$ cat config.mk
export PLATFORM = sky130hd
export DESIGN_NAME = hb_deadtime_gen
export DESIGN_NICKNAME = d
export VERILOG_FILES = /design/src/rtl/hb_dt_pkg.sv /design/src/rtl/hb_req_decode.sv /design/src/rtl/hb_gap_timer.sv /design/src/rtl/hb_gate_fsm.sv /design/src/rtl/hb_deadtime_gen.sv
export SDC_FILE = /design/constraint.sdc
export NUM_CORES = 1
export LEC_CHECK = 0
export BUFFER_PORTS_ARGS = -buffer_cell sky130_fd_sc_hd__clkbuf_2
export CAP_MARGIN = 20
export CORE_MARGIN = 5
export CORE_UTILIZATION = 59
export DETAILED_ROUTE_END_ITERATION = 12
export GPL_ROUTABILITY_DRIVEN = 0
export PLACE_DENSITY = 0.93
export SYNTH_ARGS = -nofsm -noshare
export SYNTH_HDL_FRONTEND = slang
export SYNTH_SLANG_ARGS = --single-unit
$ cat constraint.sdc
create_clock -name clk -period 5 [get_ports clk]
set_input_delay 1 -clock clk [delete_from_list [all_inputs] [get_ports clk]]
set_output_delay 1 -clock clk [all_outputs]
set_load 0.05 [all_outputs]
$ cat src/rtl/hb_dt_pkg.sv
package hb_dt_pkg;

  typedef enum logic [1:0] {
    SIDE_OFF = 2'b00,
    SIDE_LO  = 2'b01,
    SIDE_HI  = 2'b10
  } side_e;

  // Map the raw inputs onto the side that is being requested.
  function automatic side_e decode_side(input logic hin, input logic lin_n,
                                        input logic sd_n);
    side_e s;
    if (!sd_n)              s = SIDE_OFF;
    else if (hin && lin_n)  s = SIDE_HI;
    else if (!hin && !lin_n) s = SIDE_LO;
    else                    s = SIDE_OFF;
    return s;
  endfunction

endpackage

$ cat src/rtl/hb_req_decode.sv
module hb_req_decode
  import hb_dt_pkg::*;
(
  input  logic  clk,
  input  logic  rst_n,
  input  logic  hin,
  input  logic  lin_n,
  input  logic  sd_n,
  output side_e tgt,
  output logic  tgt_chg
);

  side_e tgt_q;
  side_e tgt_d;

  always_comb begin
    tgt     = decode_side(hin, lin_n, sd_n);
    tgt_chg = (tgt != tgt_q);
    tgt_d   = tgt;
  end

  always_ff @(posedge clk or negedge rst_n) begin
    if (!rst_n) tgt_q <= SIDE_OFF;
    else        tgt_q <= tgt_d;
  end

endmodule

$ cat src/rtl/hb_gap_timer.sv
module hb_gap_timer #(
  parameter int DT_W = 8
) (
  input  logic            clk,
  input  logic            rst_n,
  input  logic            load,
  input  logic [DT_W-1:0] dt,
  output logic            done
);

  localparam logic [DT_W-1:0] CNT_ONE = DT_W'(1);

  logic [DT_W-1:0] cnt_q;
  logic [DT_W-1:0] cnt_d;
  logic            cnt_en;

  always_comb begin
    done   = (cnt_q >= dt);
    cnt_en = load || !done;
    cnt_d  = load ? CNT_ONE : (cnt_q + CNT_ONE);
  end

  always_ff @(posedge clk or negedge rst_n) begin
    if (!rst_n)      cnt_q <= CNT_ONE;
    else if (cnt_en) cnt_q <= cnt_d;
  end

  // a load always restarts the guard count at one
  p_load_restart_r9 : assert property (@(posedge clk) disable iff (!rst_n)
    load |=> (cnt_q == CNT_ONE));

endmodule

$ cat src/rtl/hb_gate_fsm.sv
module hb_gate_fsm
  import hb_dt_pkg::*;
(
  input  logic  clk,
  input  logic  rst_n,
  input  side_e tgt,
  input  logic  tgt_chg,
  input  logic  done,
  output side_e cur,
  output logic  load
);

  side_e cur_q;
  side_e cur_d;
  logic  turn_on;

  always_comb begin
    cur_d   = cur_q;
    turn_on = 1'b0;
    if (cur_q != SIDE_OFF) begin
      if (tgt != cur_q) cur_d = SIDE_OFF;
    end else if ((tgt != SIDE_OFF) && done) begin
      cur_d   = tgt;
      turn_on = 1'b1;
    end
    load = (cur_q != SIDE_OFF) || turn_on || (tgt_chg && !done);
    cur  = cur_q;
  end

  always_ff @(posedge clk or negedge rst_n) begin
    if (!rst_n) cur_q <= SIDE_OFF;
    else        cur_q <= cur_d;
  end

endmodule

$ cat src/rtl/hb_deadtime_gen.sv
module hb_deadtime_gen
  import hb_dt_pkg::*;
#(
  parameter int DT_W = 8
) (
  input  logic            clk,
  input  logic            rst_n,
  input  logic            hin,
  input  logic            lin_n,
  input  logic            sd_n,
  input  logic [DT_W-1:0] dt_cycles,
  output logic            lvg,
  output logic            hvg
);

  localparam int RUN_W = DT_W + 1;

  side_e tgt;
  side_e cur;
  logic  tgt_chg;
  logic  load;
  logic  done;

  hb_req_decode u_dec (
    .clk     (clk),
    .rst_n   (rst_n),
    .hin     (hin),
    .lin_n   (lin_n),
    .sd_n    (sd_n),
    .tgt     (tgt),
    .tgt_chg (tgt_chg)
  );

  hb_gap_timer #(.DT_W(DT_W)) u_gap (
    .clk   (clk),
    .rst_n (rst_n),
    .load  (load),
    .dt    (dt_cycles),
    .done  (done)
  );

  hb_gate_fsm u_fsm (
    .clk     (clk),
    .rst_n   (rst_n),
    .tgt     (tgt),
    .tgt_chg (tgt_chg),
    .done    (done),
    .cur     (cur),
    .load    (load)
  );

  assign lvg = (cur == SIDE_LO);
  assign hvg = (cur == SIDE_HI);

  // Run length of cycles with both gates low, used only by the gap check.
  logic [RUN_W-1:0] low_run_q;
  logic [RUN_W-1:0] low_run_d;

  always_comb begin
    if (lvg || hvg)         low_run_d = '0;
    else if (&low_run_q)    low_run_d = low_run_q;
    else                    low_run_d = low_run_q + RUN_W'(1);
  end

  always_ff @(posedge clk or negedge rst_n) begin
    if (!rst_n) low_run_q <= '0;
    else        low_run_q <= low_run_d;
  end

  // force-off clears both gates at the next edge
  p_force_off_r1 : assert property (@(posedge clk) disable iff (!rst_n)
    !sd_n |=> (!lvg && !hvg));

  // the lower gate is on only for a lower-only request
  p_lo_only_r2 : assert property (@(posedge clk) disable iff (!rst_n)
    lvg |-> $past(sd_n && !lin_n && !hin));

  // the upper gate is on only for an upper-only request
  p_hi_only_r3 : assert property (@(posedge clk) disable iff (!rst_n)
    hvg |-> $past(sd_n && lin_n && hin));

  // a request for both sides locks both gates off
  p_interlock_r4 : assert property (@(posedge clk) disable iff (!rst_n)
    (sd_n && hin && !lin_n) |=> (!lvg && !hvg));

  // no request leaves both gates off
  p_idle_r5 : assert property (@(posedge clk) disable iff (!rst_n)
    (sd_n && !hin && lin_n) |=> (!lvg && !hvg));

  // every turn-on follows at least max(dt,1) low cycles
  p_dead_gap_r6 : assert property (@(posedge clk) disable iff (!rst_n)
    $rose(lvg || hvg) |->
      ((low_run_q >= {1'b0, $past(dt_cycles)}) && (low_run_q != '0)));

endmodule

== After elaboration in Yosys (flattened, before gate mapping) ==
Cells that the tools add are included.
Operators by class
  add/subtract/negate cells: 1
  magnitude comparators: 1
  equal/unequal tests: 5
  multiplexer cells: 9
  reductions and logical operators: 14
Operators with widths (number)
  2-bit two-way mux: 5
  8-bit by 1-bit adder with 8-bit output, second input constant: 1
  8-bit greater-or-equal comparator: 1
  8-bit two-way mux: 1
  2-bit nonzero test: 3
  1-bit logical AND: 4
  2-bit != test: 2
  1-bit logical NOT: 3
  1-bit logical OR: 3
  1-bit two-way mux: 3
  2-bit by 1-bit == test with 1-bit output, second input constant: 1
  2-bit == test, second input constant: 1
  2-bit by 1-bit != test with 1-bit output, second input constant: 1
  2-bit AND reduction: 1
Word-level totals
  flip-flop bits (word level): 12
  input bits: 13
  output and inout port bits: 2
  logic and storage cells: 33

== Depth between registers and ports, before layout ==
Gate-level depths: netlist (run 1).
  depth in word-level cells: 12
  depth in mapped cells: 8
  gate-level depth less buffers: 7

== Modules after synthesis ==
From an unflattened synthesis (run 1), not the netlist that was laid out.
Unflattened totals
  cells, all modules: 93
  area total of the unflattened synthesis: 864.6 µm²
By module, submodules not included
  hb_gap_timer: instances 1, cells each 66, area each 591.8 µm², sequential area each 201.4 µm²
  hb_gate_fsm: instances 1, cells each 13, area each 132.6 µm², sequential area each 50.0 µm²
  hb_req_decode: instances 1, cells each 12, area each 125.1 µm², sequential area each 50.0 µm²
  hb_deadtime_gen: instances 1, cells each 2, area each 15.0 µm², sequential area each 0.0 µm²

== Least setup slack after synthesis (run 1) ==
Ideal clock, no wire load.
  kind: input to register
  start: input port dt_cycles[7]
  end: register u_gap.cnt_q[6]
  arrival: 2247 ps
  data required time: 4877 ps
  path slack: 2631 ps
  stages: 7
  buffers on the path: 0
  cell sequence: inv_1 ha_1 and3_4 a221oi_2 o21a_4 and2b_2 o2bb2ai_1
Between the ends
  word-level cells in the longest chain between the ends: 7
  elaborated cells between the ends (all ways): 10
  classes of those cells: order compare (1); mux (3); reduce/logical (6)
Ends and longest elaborated chain
  from (decl): line hb_deadtime_gen.sv:11  | input logic [DT_W-1:0] dt_cycles,
  8-bit greater-or-equal comparator *: line hb_gap_timer.sv:18  | done = (cnt_q >= dt);
  1-bit logical AND: line hb_gate_fsm.sv:22  | end else if ((tgt != SIDE_OFF) && done) begin
  1-bit two-way mux: line hb_gate_fsm.sv:22
  1-bit two-way mux: line hb_gate_fsm.sv:20  | if (cur_q != SIDE_OFF) begin
  1-bit logical OR (2 in a row): line hb_gate_fsm.sv:26  | load = (cur_q != SIDE_OFF) || turn_on || (tgt_chg && !done);
  8-bit two-way mux or 1-bit logical OR (tied branches): line hb_gap_timer.sv:20, hb_gap_timer.sv:19
  to (signal assigned): line hb_gap_timer.sv:25  | else if (cnt_en) cnt_q <= cnt_d;
  to (decl): line hb_gap_timer.sv:13  | logic [DT_W-1:0] cnt_q;
Mark *: on every way between the ends. The rest lies on a longest branch, timed or not.
A chain may end at the register's enable or synchronous reset.

== Worst setup path in the final report (run 1) ==
Ends and elaborated chain as after synthesis.

==> impl_results.md, run 1 <==
* Status: complete, no violations
* Final WS setup at 2670 ps
* Clock Sinks at 12
* Final #Nets at 138
* Initial Utilization at 62.0%
* Hold path depth at 1
* Floorplan Core Area at 0.00149 mm2
* Synth Flop Type: dfrtp_1
* Type of the worst setup path: in -> reg
* Sw Ratio at 34.3%
* RSZ-0062 raised after global routing: no
* Worst-Margin Slew at 296 ps
* Post-synthesis cell area at 923 um2
* H-tree depth at 1
* Total negative slack at 0 ps
* Internal power at 0.000200 W
* Port Buffers at 14
* Fin Hold WS at 563 ps
* Clock latency on the worst-skew pair at 270 ps
* Row count at 14
* Top Usage Layer GRT: met2
* Setup Fix Bufs, Post-CTS at 0
* Power, Total at 0.000305 W
* Routed vias at 779
* Area Overhead vs Synth at 12.1%
* R2R Path Start: u_gap.cnt_q[0]
* Slowest stage delay, CP at 310 ps
* Final hold vios at 0
* Cells along the critical path: clkbuf_2, inv_1, ha_1, and3_4, a221oi_2, o21a_4, and2b_2, o2bb2ai_1
* Fmax at 0.428 GHz
* Clk slew on worst S/H paths at 70 ps
* Die Span X at 49.6 um
* Worst-path fanout max at 14
* Num CTS Buffers at 3
* Logic pwr share at 29.6%
* Async set-reset flop share out of synthesis at 100%
* DR pass1 iterations at 4
* Filler cell count at 111
* Seq/Total Area, Yosys at 32.7%
* Cell variety after synth at 41
* Layout cell share with drive strength beyond 1 at 27.0%
* Crit path DAT at 2500 ps
* Final WL at 1.85 mm
* Peak VDD IR at 195 uV
* Post-layout min period at 2330 ps
* Req. time, crit path at 5160 ps
* Commonest cells after routing, fill and taps aside: inv_1 (14), clkbuf_2 (14), dfrtp_1 (11)
* # setup viols final at 0
* CTS Root Cell: clkbuf_4
* Slowest-stage cell, CP: ha_1
* Vert. Die Dim at 49.6 um
* Grt total ovfl at 0
* Hold Startpoint: u_gap.cnt_q[7]
* CTS tree: yes
* Sequential group share of total power at 45.1%
* Syn nets at 120
* Routed WL per cell at 14.1 um
* Vias in the first global route at 788
* Skew final at 0.457 ps
* Tcrit/Tclk final at 46.7%
* M2 GR Usage at 28.0%
* Hold Path Sink: u_gap.cnt_q[7]
* I/O pin cnt at 15
* Max-slew violations at 0
* Met3 Track Usage GR at 3.61%
* Crit path capture type: flop
* Initial antenna violation count at 0
* Hold Path Class: reg -> reg
* P_sw at 0.000105 W
* Ant. Diodes at 0
* Post-synthesis cell count at 98
* Slew headroom at 80.3%
* Static Leak at 0.543 nW
* Clock buffer depth at 2
* Met1 GRT Util at 17.5%
* R2R Setup Slk at 3010 ps
* Iteration-0 DRC Markers at 9
* Synth warn at 0
* Seq cells post-synth at 12
* Maxcap violations at 0
* R2R Path End: u_gap.cnt_q[6]
* Final ANT Viol Nets at 0
* Syn_area_per_cell at 9.42 um2
* # resized after CTS at 0
* Tot GR Track Use at 15.6%
* Global-route wire length before repair at 3.13 mm
* Power Dens Cells at 295 mW/mm2
* CP Launch Type: primary input
* DPL Wire Length at 1.50 mm
* Post-Place Setup Slack at 2380 ps
* Reg2Reg Depth at 7
* Drt drc at 0
* Via density at 5.95
* Number of synthesized flops with an enable pin at 0
* CTS Hold Bufs at 0
* Largest net degree at the start of global routing at 15
* Clock share of power at 25.3%
* Full die area at 0.00246 mm2
==> kinds of logic (layout without fill, tap and decap cells) <==
family	Yosys count	after routing	synth area share (%)
compound gates	23	23	21.3
xor+xnor	2	2	1.90
fa+ha+maj	9	9	12.2
buf+inv	15	32	7.32
flops	12	12	32.7
simple gates	37	37	24.7
==> cell usage after synthesis, types with 2 or more instances <==
library cell | count | area share [%]
ha_1 | 9 | 12
nand2_1 | 5 | 2.0
inv_1 | 14 | 5.7
o21ai_0 | 2 | 1.1
nand3_1 | 5 | 2.7
nor2b_1 | 2 | 1.4
and2_1 | 2 | 1.4
o2bb2ai_1 | 2 | 1.9
o2111ai_1 | 2 | 1.9
xnor2_1 | 2 | 1.9
and3_1 | 2 | 1.4
a21o_1 | 3 | 2.4
nor2_1 | 8 | 3.3
dfrtp_1 | 11 | 30
a31oi_1 | 3 | 2.0
==> worst max-delay path: cells and delay by family <==
family,cells,cell delay (ps)
adder cells (fa/ha/maj),1,310
buffers and inverters,2,110
AO/OA/AOI/OAI,3,640
AND/OR/NAND/NOR,2,430
==> through the flow <==
step	cells	utilization, %	area, um2
6_report	131	69.5	1030
5_1_grt	131	69.5	1030
4_1_cts	131	69.5	1030
3_5_place_dp	127	67.1	998
3_3_place_gp	127	67.1	998
2_1_floorplan	98	-	923
==> power by group through the flow <==
| stage | Clock [W] | Combinational [W] | Sequential, W |
|---|---|---|---|
| 2_1_floorplan | 0 | 0.0000687 | 0.000131 |
| 3_3_place_gp | 0 | 0.0000820 | 0.000136 |
| 3_5_place_dp | 0 | 0.0000913 | 0.000138 |
| 4_1_cts | 0.0000768 | 0.0000917 | 0.000136 |
| 5_1_grt | 0.0000830 | 0.000103 | 0.000140 |
| 6_report | 0.0000772 | 0.0000903 | 0.000137 |
==> cell type report <==
cell class              count  area (um2)  area share [%]
inverters                  14        52.6            5.08
clock buffers               4        36.3            3.51
repair buffers             14        70.1            6.77
multi-input cells          71         554            53.6
well taps                  16        20.0            1.93
flip-flops and latches     12         302            29.1
==> layer usage <==
metal  part of all wire, %  routed length (um)
met1                    41                 749
met2                    53                 983
met3                   4.9                  91
met4                   1.4                  25
met5                     0                   0
==> state kept, by name (all words and copies together) (netlist names) <==
| register | flops |
|---|---|
| u_dec.tgt_q | 2 |
| u_fsm.cur | 2 |
| u_gap.cnt_q | 8 |
==> worst max path at each step <==
stage | cells past startpoint | from | slack, ps | endpoint
after floorplan | 7 | dt_cycles[7] | 2630 | u_gap.cnt_q[6]
after global placement | 8 | dt_cycles[7] | 2450 | u_gap.cnt_q[6]
after detailed placement | 8 | dt_cycles[4] | 2380 | u_gap.cnt_q[6]
after CTS | 8 | dt_cycles[4] | 2660 | u_gap.cnt_q[6]
after global routing | 8 | dt_cycles[7] | 2580 | u_gap.cnt_q[7]
final | 8 | dt_cycles[7] | 2670 | u_gap.cnt_q[6]
Power figures use the tool's default switching activity.
==> run 2, diff against run 1 <==
- CORE_UTILIZATION: 59 -> 54
- PLACE_DENSITY: 0.93 -> 0.87
- clock period: 5 -> 2.2 ns (I/O delays scaled with it)
==> impl_results.md, run 2 (synthesis gave the netlist of run 1 again) <==
* Final ANT Viol Nets at 0
* Final WL at 1.81 mm
* Clk slew on worst S/H paths at 80 ps
* H-tree depth at 1
* Largest register by flop count: u_gap.cnt_q
* Clock Sinks at 12
* Layout cell share with drive strength beyond 1 at 27.0%
* Clock buffer depth at 2
* Routed vias at 777
* Worst-Margin Slew at 311 ps
* Post-layout min period at 2000 ps
* Tcrit/Tclk final at 90.9%
* CP Launch Type: flop
* Area Overhead vs Synth at 12.2%
* Full die area at 0.00264 mm2
* Clock latency on the worst-skew pair at 270 ps
* Power, Total at 0.000684 W
* CTS tree: yes
* Ant. Diodes at 0
* RSZ-0062 raised after global routing: no
* Commonest cells after routing, fill and taps aside: inv_1 (14), clkbuf_2 (14), dfrtp_1 (11)
* Filler cell count at 144
* Largest net degree at the start of global routing at 15
* Num CTS Buffers at 3
* CTS Hold Bufs at 0
* I/O pin cnt at 15
* # setup viols final at 0
* CTS Root Cell: clkbuf_4
* Static Leak at 0.543 nW
* Via density at 5.89
* Routed WL per cell at 13.7 um
* Slew headroom at 79.3%
* R2R Path Start: u_gap.cnt_q[0]
* Initial Utilization at 55.3%
* Row count at 15
* Fmax at 0.500 GHz
* Crit path capture type: flop
* Floorplan Core Area at 0.00167 mm2
* DPL Wire Length at 1.44 mm
* Hold Path Class: in -> async
* DR pass1 iterations at 4
* Worst-path fanout max at 14
* Peak VDD IR at 473 uV
* Maxcap violations at 0
* Power Dens Cells at 660 mW/mm2
* Max-slew violations at 0
* R2R Path End: u_gap.cnt_q[7]
* Vert. Die Dim at 51.4 um
* Crit path DAT at 2160 ps
* Final #Nets at 138
* Iteration-0 DRC Markers at 6
* Max reg flops at 8
* Die Span X at 51.4 um
* Port Buffers at 14
* Tot GR Track Use at 16.3%
* Vias in the first global route at 799
* Grt total ovfl at 0
* Drt drc at 0
* Status: complete, no violations
* Reg2Reg Depth at 7
* Type of the worst setup path: reg -> reg
* Setup Fix Bufs, Post-CTS at 0
* R2R Setup Slk at 200 ps
* Skew final at 1.17 ps
* # resized after CTS at 0
* Final hold vios at 0
* Initial antenna violation count at 0
* Total negative slack at 0 ps
* Global-route wire length before repair at 3.24 mm
* Req. time, crit path at 2360 ps
-- run 2: cell counts in the layout (fill, tap and decap cells not counted) --
Identical to the previous run, type by type.
-- run 2: stage by stage --
| step | util [%] | setup slack (ps) | hold WS [ps] | instance area (um2) | cells |
|---|---|---|---|---|---|
| 2_1_floorplan | - | 391 | 144 | 923 | 98 |
| 3_3_place_gp | 59.9 | 205 | 340 | 1000 | 128 |
| 3_5_place_dp | 59.9 | 131 | 351 | 1000 | 128 |
| 4_1_cts | 62.0 | 189 | 51.7 | 1040 | 132 |
| 5_1_grt | 62.0 | 98.6 | 44.4 | 1040 | 132 |
| 6_report | 62.0 | 200 | 41.6 | 1040 | 132 |
-- run 2: worst max-delay path by stage --
stage	from	end	slack (ps)
after global routing	u_gap.cnt_q[0]	u_gap.cnt_q[7]	100
after CTS	u_gap.cnt_q[0]	u_gap.cnt_q[7]	190
after global placement	dt_cycles[7]	u_gap.cnt_q[7]	210
after detailed placement	dt_cycles[7]	u_gap.cnt_q[7]	130
after floorplan	dt_cycles[7]	u_gap.cnt_q[6]	390
final	u_gap.cnt_q[0]	u_gap.cnt_q[7]	200
-- run 2: routing by layer --
layer / track usage [%] / wire (um) / part of all wire (%) / vias up
li1: - / - / - / 384
met1: 17.2 / 712 / 39 / 368
met2: 31.1 / 996 / 55 / 23
met3: 3.79 / 89 / 4.9 / 2
met5: 0 / 0 / 0 / -
met4: 5.68 / 12 / 0.66 / 0
-- run 2: final cells by class --
class	count	area, um2	area share (%)
Multi-Input combinational cell	71	554	53.5
Sequential cell	12	302	29.1
Timing Repair Buffer	14	70.1	6.76
Inverter	14	52.6	5.07
Clock buffer	4	36.3	3.50
Tap cell	17	21.3	2.05
-- run 2: critical path, stage by stage, from the launching register on --
cell,delay [ps]
dfstp_2,570
inv_1,70
ha_1,260
nand2b_1,140
a31oi_1,230
o21a_4,250
and2b_2,250
o2bb2ai_1,120
-- run 2: report_power, final --
| part | leakage, nW | internal, W | switching [W] |
|---|---|---|---|
| Clock | 0.0210 | 0.000100 | 0.0000743 |
| Sequential | 0.160 | 0.000256 | 0.0000523 |
| Combinational | 0.362 | 0.0000968 | 0.000103 |
| Total | 0.543 | 0.000454 | 0.000230 |
==> run 3, diff against run 2 <==
- CTS_BUF_LIST: not set -> sky130_fd_sc_hd__clkbuf_8 sky130_fd_sc_hd__clkbuf_16
==> impl_results.md, run 3 (synthesis gave the netlist of run 1 again) <==
* H-tree depth at 1
* Post-layout min period at 2020 ps
* Floorplan Core Area at 0.00167 mm2
* Req. time, crit path at 2330 ps
* Largest net degree at the start of global routing at 15
* I/O pin cnt at 15
* Crit path DAT at 2140 ps
* Vias in the first global route at 815
* Max reg flops at 8
* Max-slew violations at 0
* Clock Sinks at 12
* Global-route wire length before repair at 3.33 mm
* Final core area utilization at 63.1%
* Peak VDD IR at 567 uV
* Final WL at 1.85 mm
* Area Overhead vs Synth at 14.2%
* Clock latency on the worst-skew pair at 240 ps
* Initial Utilization at 55.3%
* Fin Hold WS at 73.2 ps
* Initial antenna violation count at 0
* Hold Path Class: in -> async
* Grt total ovfl at 0
* Inst Count DP at 128
* Dpl cell area at 1000 um2
* CTS Root Cell: clkbuf_8
* Layout cell share with drive strength beyond 1 at 27.0%
* Filler cell count at 137
* Crit path capture type: flop
* Port Buffers at 14
* Worst-Margin Slew at 288 ps
* CP Launch Type: flop
* Final ANT Viol Nets at 0
* Tot GR Track Use at 16.9%
* Static Leak at 0.551 nW
* Full die area at 0.00264 mm2
* Clk slew on worst S/H paths at 50 ps
* Routed WL per cell at 14.0 um
* Tcrit/Tclk final at 91.6%
* DR pass1 iterations at 4
* Post-route cell area at 0.00105 mm2
* Num CTS Buffers at 3
* # resized after CTS at 0
* CTS tree: yes
* Drt drc at 0
* Commonest cells after routing, fill and taps aside: inv_1 (14), clkbuf_2 (14), dfrtp_1 (11)
* Total negative slack at 0 ps
* Maxcap violations at 0
* Largest register by flop count: u_gap.cnt_q
* DPL Wire Length at 1.44 mm
* Via density at 5.88
* Iteration-0 DRC Markers at 13
* Final hold vios at 0
* CTS Hold Bufs at 0
* Power Dens Cells at 715 mW/mm2
* Vert. Die Dim at 51.4 um
* Row count at 15
* Final Non-Filler Cells at 132
* Die Span X at 51.4 um
* Fmax at 0.496 GHz
* Setup Fix Bufs, Post-CTS at 0
* Routed vias at 776
* # setup viols final at 0
* Worst-path fanout max at 14
* Reg2Reg Depth at 7
* RSZ-0062 raised after global routing: no
* Status: complete, no violations
* Final #Nets at 138
* Skew final at 0.857 ps
* Ant. Diodes at 0
* Type of the worst setup path: reg -> reg
* Clock buffer depth at 2
* Slew headroom at 80.5%
## run 3: metrics by stage
step	setup WS (ps)	total power, W
2_1_floorplan	391	0.000453
3_3_place_gp	205	0.000497
3_5_place_dp	131	0.000510
4_1_cts	189	0.000762
5_1_grt	102	0.000817
6_report	185	0.000754
## run 3: final cells by class
| cell class | count | area, um2 | area share (%) |
|---|---|---|---|
| Clock buffer | 4 | 55.1 | 5.22 |
| Inverter | 14 | 52.6 | 4.98 |
| Multi-Input combinational cell | 71 | 554 | 52.6 |
| Sequential cell | 12 | 302 | 28.6 |
| Tap cell | 17 | 21.3 | 2.02 |
| Timing Repair Buffer | 14 | 70.1 | 6.64 |
## run 3: final timing paths
check                               start              to  slack (ps)
max                        u_gap.cnt_q[0]  u_gap.cnt_q[7]         180
min                                 rst_n  u_gap.cnt_q[7]          70
max reg2reg                u_gap.cnt_q[0]  u_gap.cnt_q[7]         180
min reg2reg                u_gap.cnt_q[7]  u_gap.cnt_q[7]         580
max in group asynchronous           rst_n  u_gap.cnt_q[0]        1840
min in group clk                     sd_n  u_dec.tgt_q[0]         500
## run 3: critical path, cell delays in order, from the launching register on
cell and delay, ps:
dfstp_2 560, inv_1 70, ha_1 260, nand2b_1 140, a31oi_1 240, o21a_4 260
and2b_2 250, o2bb2ai_1 120
## run 3: report_power, final
| part | switching (W) | internal, W | total [W] | leakage, nW |
|---|---|---|---|---|
| logic | 0.000104 | 0.0000973 | 0.000202 | 0.362 |
| registers | 0.0000517 | 0.000257 | 0.000309 | 0.160 |
| clock network | 0.0000851 | 0.000158 | 0.000244 | 0.0288 |
## run 3: metal layers
| layer | part of all wire [%] | GRT usage (%) |
|---|---|---|
| met1 | 40 | 17.6 |
| met2 | 53 | 32.0 |
| met3 | 4.7 | 3.79 |
| met4 | 1.9 | 6.99 |
| met5 | 0 | 0 |
